<file path="src/rtl/ucode_bist_pkg.sv">
package ucode_bist_pkg;

  typedef enum logic {
    ST_WALK = 1'b0,
    ST_SEQ  = 1'b1
  } bistState_t;

  // strobes from the control into the datapath
  typedef struct packed {
    logic step;     // advance counter during the address walk
    logic compact;  // fold the current ROM word into the signature
    logic finish;   // latch result, raise done, jump to entry
    logic restart;  // begin a new walk from address zero
    logic seqRun;   // normal sequencing (increment or jump)
  } bistStrobe_t;

endpackage

</file>
<file path="src/rtl/ucode_bist_misr.sv">
module ucode_bist_misr #(
  parameter int              W    = 16,
  parameter logic [W-1:0]    POLY = 16'h100B
) (
  input  logic [W-1:0] cur,
  input  logic [W-1:0] din,
  output logic [W-1:0] nxt
);

  logic fb;
  assign fb = cur[W-1];

  for (genvar i = 0; i < W; i++) begin : g_bit
    if (i == 0) begin : g_low
      assign nxt[i] = (POLY[i] & fb) ^ din[i];
    end else begin : g_up
      assign nxt[i] = cur[i-1] ^ (POLY[i] & fb) ^ din[i];
    end
  end

endmodule

</file>
<file path="src/rtl/ucode_bist_ctrl.sv">
module ucode_bist_ctrl
  import ucode_bist_pkg::*;
#(
  parameter int ADDR_W = 8
) (
  input  logic        clk,
  input  logic        rstN,
  input  logic        startReq,
  output bistStrobe_t stb
);

  localparam int DEPTH = 1 << ADDR_W;
  localparam int CNT_W = $clog2(DEPTH + 2) + 1;
  localparam logic [CNT_W-1:0] LAST_STEP = CNT_W'(DEPTH - 2);
  localparam logic [CNT_W-1:0] LAST_FOLD = CNT_W'(DEPTH);
  localparam logic [CNT_W-1:0] FIN_CYC   = CNT_W'(DEPTH + 1);

  bistState_t       state;
  logic [CNT_W-1:0] cnt;

  always_comb begin
    stb = '0;
    if (state == ST_WALK) begin
      stb.step    = (cnt <= LAST_STEP);
      stb.compact = (cnt != '0) && (cnt <= LAST_FOLD);
      stb.finish  = (cnt == FIN_CYC);
    end else begin
      stb.restart = startReq;
      stb.seqRun  = !startReq;
    end
  end

  always_ff @(posedge clk or negedge rstN) begin
    if (!rstN) begin
      state <= ST_WALK;
      cnt   <= '0;
    end else if (state == ST_WALK) begin
      if (stb.finish) begin
        state <= ST_SEQ;
        cnt   <= '0;
      end else begin
        cnt <= cnt + 1'b1;
      end
    end else if (stb.restart) begin
      state <= ST_WALK;
      cnt   <= '0;
    end
  end


  walk_hold_chk: assert property (@(posedge clk) disable iff (!rstN)
    (state == ST_WALK && !stb.finish) |=> (state == ST_WALK));


  finish_to_seq_chk: assert property (@(posedge clk) disable iff (!rstN)
    stb.finish |=> (state == ST_SEQ && !stb.step && !stb.compact));

endmodule

</file>
<file path="src/rtl/ucode_bist_datapath.sv">
module ucode_bist_datapath
  import ucode_bist_pkg::*;
#(
  parameter int                ADDR_W      = 8,
  parameter int                DATA_W      = 16,
  parameter logic [DATA_W-1:0] POLY        = 16'h100B,
  parameter logic [DATA_W-1:0] SEED        = 16'hFFFF,
  parameter logic [DATA_W-1:0] GOLDEN      = 16'h0000,
  parameter logic [ADDR_W-1:0] RESET_ENTRY = 8'h20
) (
  input  logic              clk,
  input  logic              rstN,
  input  bistStrobe_t       stb,
  input  logic              jumpValid,
  input  logic [ADDR_W-1:0] jumpAddr,
  input  logic [DATA_W-1:0] romData,
  output logic [ADDR_W-1:0] upcOut,
  output logic [DATA_W-1:0] resultOut,
  output logic              doneOut
);

  logic [ADDR_W-1:0] upcQ;
  logic [DATA_W-1:0] misrQ;
  logic [DATA_W-1:0] misrNext;
  logic [DATA_W-1:0] resultQ;
  logic              doneQ;

  ucode_bist_misr #(.W(DATA_W), .POLY(POLY)) i_misr (
    .cur (misrQ),
    .din (romData),
    .nxt (misrNext)
  );

  always_ff @(posedge clk or negedge rstN) begin
    if (!rstN)             upcQ <= '0;
    else if (stb.restart)  upcQ <= '0;
    else if (stb.finish)   upcQ <= RESET_ENTRY;
    else if (stb.step)     upcQ <= upcQ + 1'b1;
    else if (stb.seqRun)   upcQ <= jumpValid ? jumpAddr : upcQ + 1'b1;
  end

  always_ff @(posedge clk or negedge rstN) begin
    if (!rstN)             misrQ <= SEED;
    else if (stb.restart)  misrQ <= SEED;
    else if (stb.compact)  misrQ <= misrNext;
  end

  always_ff @(posedge clk or negedge rstN) begin
    if (!rstN) begin
      resultQ <= '0;
      doneQ   <= 1'b0;
    end else if (stb.restart) begin
      doneQ   <= 1'b0;
    end else if (stb.finish) begin
      resultQ <= misrQ ^ GOLDEN;
      doneQ   <= 1'b1;
    end
  end

  assign upcOut    = upcQ;
  assign resultOut = resultQ;
  assign doneOut   = doneQ;


  walk_step_chk: assert property (@(posedge clk) disable iff (!rstN)
    stb.step |=> (upcQ == $past(upcQ) + 1'b1));


  result_latch_chk: assert property (@(posedge clk) disable iff (!rstN)
    $rose(doneQ) |-> (resultQ == ($past(misrQ) ^ GOLDEN)));


  restart_seed_chk: assert property (@(posedge clk) disable iff (!rstN)
    stb.restart |=> (upcQ == '0 && misrQ == SEED && !doneQ && $stable(resultQ)));


  jump_load_chk: assert property (@(posedge clk) disable iff (!rstN)
    (stb.seqRun && jumpValid) |=> (upcQ == $past(jumpAddr)));

endmodule

</file>
<file path="src/rtl/ucode_rom_selftest.sv">
module ucode_rom_selftest
  import ucode_bist_pkg::*;
#(
  parameter int                ADDR_W      = 8,
  parameter int                DATA_W      = 16,
  parameter logic [DATA_W-1:0] POLY        = 16'h100B,
  parameter logic [DATA_W-1:0] SEED        = 16'hFFFF,
  parameter logic [DATA_W-1:0] GOLDEN      = 16'h0000,
  parameter logic [ADDR_W-1:0] RESET_ENTRY = 8'h20
) (
  input  logic              clk,
  input  logic              rstN,
  input  logic              startReq,
  input  logic              jumpValid,
  input  logic [ADDR_W-1:0] jumpAddr,
  output logic [ADDR_W-1:0] romAddr,
  input  logic [DATA_W-1:0] romData,
  output logic [DATA_W-1:0] bistResult,
  output logic              bistDone
);

  bistStrobe_t stb;

  ucode_bist_ctrl #(.ADDR_W(ADDR_W)) i_ctrl (
    .clk      (clk),
    .rstN     (rstN),
    .startReq (startReq),
    .stb      (stb)
  );

  ucode_bist_datapath #(
    .ADDR_W      (ADDR_W),
    .DATA_W      (DATA_W),
    .POLY        (POLY),
    .SEED        (SEED),
    .GOLDEN      (GOLDEN),
    .RESET_ENTRY (RESET_ENTRY)
  ) i_dp (
    .clk       (clk),
    .rstN      (rstN),
    .stb       (stb),
    .jumpValid (jumpValid),
    .jumpAddr  (jumpAddr),
    .romData   (romData),
    .upcOut    (romAddr),
    .resultOut (bistResult),
    .doneOut   (bistDone)
  );

endmodule

</file>
<file path="config.mk">
export PLATFORM = sky130hd
export DESIGN_NAME = ucode_rom_selftest
export DESIGN_NICKNAME = d
export VERILOG_FILES = /design/src/rtl/ucode_bist_pkg.sv /design/src/rtl/ucode_bist_misr.sv /design/src/rtl/ucode_bist_ctrl.sv /design/src/rtl/ucode_bist_datapath.sv /design/src/rtl/ucode_rom_selftest.sv
export SDC_FILE = /design/constraint.sdc
export NUM_CORES = 1
export LEC_CHECK = 0
export ABC_AREA = 0
export BUFFER_PORTS_ARGS = -buffer_cell sky130_fd_sc_hd__buf_2
export CAP_MARGIN = 20
export CORE_UTILIZATION = 40
export CTS_CLUSTER_DIAMETER = 50
export DETAILED_ROUTE_END_ITERATION = 10
export PLACE_DENSITY_LB_ADDON = 0.12
export SLEW_MARGIN = 10
export SYNTH_ARGS = -nofsm -noshare
export SYNTH_HDL_FRONTEND = slang
export SYNTH_SLANG_ARGS = --single-unit
export TNS_END_PERCENT = 5
</file>
<file path="constraint.sdc">
create_clock -name clk -period 5.9 [get_ports clk]
set_clock_uncertainty 0.15 [all_clocks]
set_input_delay 1.18 -clock clk [delete_from_list [all_inputs] [get_ports clk]]
set_output_delay 1.18 -clock clk [all_outputs]
set_load 0.005 [all_outputs]
</file>
---- After elaboration in Yosys (flattened, before gate mapping) ----
Cells that the tools add are included.
storage, ports and cells
  register bits ........................... 52
  output and inout port bits .............. 25
  logic and storage cells ................. 56
operators by class
  add/subtract/negate cells ............... 2
  order comparisons ....................... 2
  equal/unequal tests ..................... 2
  multiplexer cells ....................... 17
  bitwise logic cells ..................... 20
  reductions and logical operators ........ 7
operators by type and width
  kind                                                                                count
  8-bit two-way mux                                                                   5
  16-bit two-way mux                                                                  2
  10-bit two-way mux                                                                  3
  1-bit bitwise XOR                                                                   19
  10-bit by 1-bit adder with 10-bit output (second input constant)                    1
  10-bit by 9-bit equality test with 1-bit output (second input constant)             1
  10-bit by 8-bit less-or-equal comparator with 1-bit output (second input constant)  1
  10-bit by 9-bit less-or-equal comparator with 1-bit output (second input constant)  1
  10-bit nonzero test                                                                 1
  8-bit by 1-bit adder with 8-bit output (second input constant)                      1
  1-bit two-way mux                                                                   5
  2-bit nonzero test                                                                  2
  4-bit nonzero test                                                                  1
  3-bit two-way mux                                                                   1
  2-bit two-way mux                                                                   1
  2-bit by 1-bit inequality test with 1-bit output (second input constant)            1
  2-bit AND reduction                                                                 1
  1-bit logical AND                                                                   1
  1-bit logical NOT                                                                   1
  1-bit inverter                                                                      1

---- Depth between registers and ports, before layout ----
  word-level depth ........................ 6
  gate-level depth with buffers ........... 8
  mapped depth without buffers ............ 7

---- By module ----
Synthesis repeated with hierarchy kept, for this count alone.
unflattened totals
  cells, all modules ...................... 245
  area total of the unflattened synthesis .. 2,726.4 um2
modules (own cells, without submodules)
  module               instances  cells an instance  area each (um2)  seq. area each (um2)
  ucode_bist_datapath  1          150                1,838.0          1,046.0
  ucode_bist_ctrl      1          79                 703.2            275.3
  ucode_bist_misr      1          16                 185.2            0.0

---- Worst setup path after synthesis ----
No wires, ideal clock.
  path kind ............................... register to register
  start ................................... register i_ctrl.cnt[1]
  end ..................................... register i_ctrl.cnt[8]
  arrival time ............................ 2.017 ns
  setup slack ............................. 3.604 ns
  stages on the path, launching flop included .. 9
  cell sequence ........................... dfrtp_1 -> inv_1 -> ha_1 -> or4bb_1 -> or4_4 -> buf_6 -> o311a_1 -> a41oi_2 -> o22ai_1
between the ends
  cells in the longest elaborated chain, start to end .. 4
ends and longest elaborated chain
  what                                                                                              RTL line               RTL
  from (decl)                                                                                       ucode_bist_ctrl.sv:19  logic [CNT_W-1:0] cnt;
  from (signal assigned)                                                                            ucode_bist_ctrl.sv:42  cnt <= cnt + 1'b1;
  parallel branches: the longest is 2 deep, another holds 10-bit by 1-bit adder with 10-bit output  n/a
  10-bit two-way mux (*)                                                                            ucode_bist_ctrl.sv:38  if (stb.finish) begin
  10-bit two-way mux (*)                                                                            ucode_bist_ctrl.sv:37  end else if (state == ST_WALK) begin
Every way passes the cells marked *.
A chain may end at the register's enable or synchronous reset.

---- Final worst setup path ----
  start ................................... register i_ctrl.cnt[1]
  end ..................................... register i_ctrl.cnt[6]
Same word-level chain as after synthesis.

==> summary.md <==
| Metric | Value |
|---|---|
| Cell area after technology mapping | `0.00263 sq mm` |
| Core Footprint | `0.00635 sq mm` |
| Startpoint-to-endpoint class of the critical path | `reg -> reg` |
| Transition time of the tightest slew-check pin | `0.908 ns` |
| Worst-path cell chain | `inv_1 > ha_1 > or4bb_1 > o31ai_1 > o21ai_0 > nand2_1 > o21ai_0` |
| Hold crit path type | `reg -> reg` |
| FF+latch count, synth | `52` |
| Total number of vias | `1982` |
| Number of antenna-violating nets in the routed design | `0` |
| Cell with the biggest individual delay on the critical path | `o31ai_1` |
| Cell leakage power | `1.43 nW` |
| Start point of the worst min-delay path | `i_dp.doneOut` |
| Peak supply drop | `0.218 mV` |
| Total number of H-tree levels | `2` |
| Total nets after synthesis | `287` |
| Min Clock Period, post-route | `2.55 ns` |
| CP startpoint kind | `flop` |
| Synth async-reset ratio | `100%` |
| Clock latency of the later-clocked register in the worst-skew pair | `0.30 ns` |
| Summed negative setup slack over all endpoints | `0 ns` |
| Number of DRC markers in iteration 0 | `92` |
| Placed standard-cell area | `0.00294 sq mm` |
| Outcome | `complete, no violations` |
| Number of sinks on the clock net | `52` |
| Crit path max-delay family | `compound AO/OA/AOI/OAI gates` |
| Number of buffers on the longest clock path | `2` |
| Total overflow reported by the global router | `0` |
| Via density per instance | `5.19` |
| Post-route clock period utilization | `43.2%` |
| Worst-path maximum fanout | `8` |
| Post-CTS clock slew at the launch and capture registers of the worst setup and hold paths | `0.09 ns` |
| Avg Cell Area, Syn | `10.3 sq um` |
| Critical Path End Type | `flop` |
| Fraction of layout instances using a drive strength above 1 | `32.8%` |
| Via count of the first global-routing pass | `1880` |
| Post-DP HPWL | `3740 microns` |
| Diode count | `0` |
| Number of enable-type register cells in the synthesized netlist | `0` |
| DR pass1 iterations | `4` |
| Initial Util | `41.4%` |
| Post-CTS resize count | `0` |
| Register area share after synthesis | `50.3%` |
| Number of port buffers | `52` |
| Final setup violating endpoints | `0` |
| Boundary Pins | `53` |
| Die Footprint | `0.00689 sq mm` |
| Peak Freq | `0.393 GHz` |
| Final core occ | `47.7%` |
| Most repeated library cell on the critical path | `o21ai_0` |
| Count of distinct cell types in the synthesized netlist | `39` |
| Delay of the slowest cell on the worst path | `0.76 ns` |
| RSZ-0062 raised after global routing | `false` |
| Relative slew slack | `39.0%` |
| Most instantiated flip-flop cell in the synthesis netlist | `dfrtp_1` |
| Total non-filler cell area in the finished layout | `0.00303 sq mm` |
| Pin count of the biggest net entering global routing | `53` |
| Placed Instances | `374` |
| Power per cell area | `544 mW/mm^2` |
| Data required time of the worst path | `5.93 ns` |
| Area growth syn-to-layout | `15.3%` |
| CTS Hold Bufs | `0` |
| Fin cells | `382` |
| Residual DRC | `0` |
| Global placement routability congestion | `0.797` |
| Final-report max-slew violation count | `0` |
| Clock tree from TritonCTS | `yes` |
| Final Hold Violating Endpoints | `0` |
| CTS Root Cell | `clkbuf_8` |
| CP Data Arrival Time | `2.58 ns` |
| Number of antenna violations at the first check in global routing | `0` |
| Beginning of the worst register-to-register path | `i_ctrl.cnt[1]` |
| Global router's overall resource usage | `16.7%` |
| Total wirelength of the detailed-routed design | `5450 microns` |
| Horizontal die dimension | `83.0 microns` |
| Net total in the final layout | `336` |
| Number of buffers created by CTS | `5` |
| Synthesized instance count | `255` |
| Post-CTS setup buffer count | `0` |
| Critical path buffers and inverters | `1` |
| Global-route wire length before repair | `9340 microns` |
| Wire length per cell | `14.3 microns` |
| Number of cell rows | `29` |
| Worst setup path startpoint | `i_ctrl.cnt[1]` |
| Number of max-capacitance violations reported | `0` |
| Yosys Warn Count | `0` |
| DIE HEIGHT | `83.0 microns` |
stage by stage:
step                      hold slack, ns  worst slack (ns)  total power (W)
after CTS                          0.341              3.35          0.00167
final                              0.331              3.35          0.00165
after detailed placement           0.318              3.29          0.00146
after global placement             0.305              3.30          0.00142
after global routing               0.358              3.11          0.00180
after floorplan                    0.318              3.60          0.00123
flip-flops by register name, summed over array words and instances, names as in the netlist:
| name | cells |
|---|---|
| i_ctrl.cnt | 10 |
| i_ctrl.state | 1 |
| i_dp.doneOut | 1 |
| i_dp.misrQ | 16 |
| i_dp.resultOut | 16 |
| i_dp.upcOut | 8 |
logic make-up (layout without fill, tap and decap cells):
group / Yosys count / in the layout / synth area share (%)
flip-flops: 52 / 52 / 50.3
multiplexers: 23 / 23 / 9.53
AO/OA/AOI/OAI: 58 / 58 / 14.1
XOR/XNOR: 21 / 21 / 7.00
AND/OR/NAND/NOR: 74 / 74 / 13.0
buffers and inverters: 23 / 73 / 4.19
adder cells (fa/ha/maj): 4 / 4 / 1.91
cell type report:
type	instances	area (sq um)
flip-flops and latches	52	1320
clock buffers	5	68.8
clock inverters	3	18.8
inverters	11	41.3
multi-input cells	180	1200
fillers	610	3320
well taps	77	96.3
repair buffers	54	283
worst register-to-register path, stage by stage, from the launching register on:
cell and delay [ns]:
dfrtp_1 0.40, inv_1 0.10, ha_1 0.14, or4bb_1 0.51, o31ai_1 0.76, o21ai_0 0.20
nand2_1 0.10, o21ai_0 0.07
cells in the mapped netlist, drive strengths merged, types with 2 or more instances:
master  number  area [sq um]
nand3        8          40.0
o22ai        7          43.8
dfrtp       36           901
mux2        16           180
ha           4          50.1
o21ai       15          75.1
or4          2          22.5
xnor2       11          96.3
nand2b       2          12.5
a31oi        3          18.8
nor2        21          78.8
mux2i        7          70.1
dfstp       16           420
inv         11          41.3
o31ai        4          30.0
xor2        10          87.6
buf          5          42.5
o31a         2          18.8
o211ai      10          75.1
a21oi       13          65.1
clkbuf       7          26.3
and2         2          12.5
nand2       31           116
and4         2          17.5
cell usage in the layout (no fill, tap or decap), types with 2 or more instances in the layout:
cell type	Yosys	layout
clkinv_2	0	2
nand2b_1	2	2
dfstp_2	16	16
o21ai_0	14	14
ha_1	4	4
o211ai_1	10	10
o31ai_1	4	4
o22ai_1	7	7
mux2i_1	7	7
nand3_1	8	8
and4_1	2	2
clkbuf_8	0	5
nor2_1	21	21
xor2_1	10	10
a31oi_1	3	3
mux2_2	16	16
or4_4	2	2
nand2_1	31	31
inv_1	11	11
a21oi_1	13	13
dfrtp_1	36	36
buf_2	1	52
xnor2_1	11	11
power by group:
group / switching, W / leakage (nW) / internal, W
registers: 0.000168 / 0.636 / 0.000572
logic: 0.000355 / 0.743 / 0.000347
clock network: 0.000120 / 0.0479 / 0.0000830
total: 0.000643 / 1.43 / 0.00100
path summary, 6_finish.rpt:
path	to	slack (ns)	cells after the start
setup / recovery	i_ctrl.cnt[6]	3.35	7
hold / removal	i_dp.doneOut	0.33	2
setup reg to reg	i_ctrl.cnt[6]	3.35	7
hold reg to reg	i_dp.doneOut	0.33	2
max in group asynchronous	i_dp.resultOut[1]	4.34	2
min in group asynchronous	i_dp.upcOut[0]	0.82	2
per-layer routing:
metal	vias to the layer above	routed length [microns]	GRT usage, %
met2	43	2500	26.5
met3	6	200	3.68
li1	986	-	-
met4	0	57	4.39
met5	-	0	0
met1	947	2690	23.1
No activity file was read; power rests on OpenSTA's default activity.
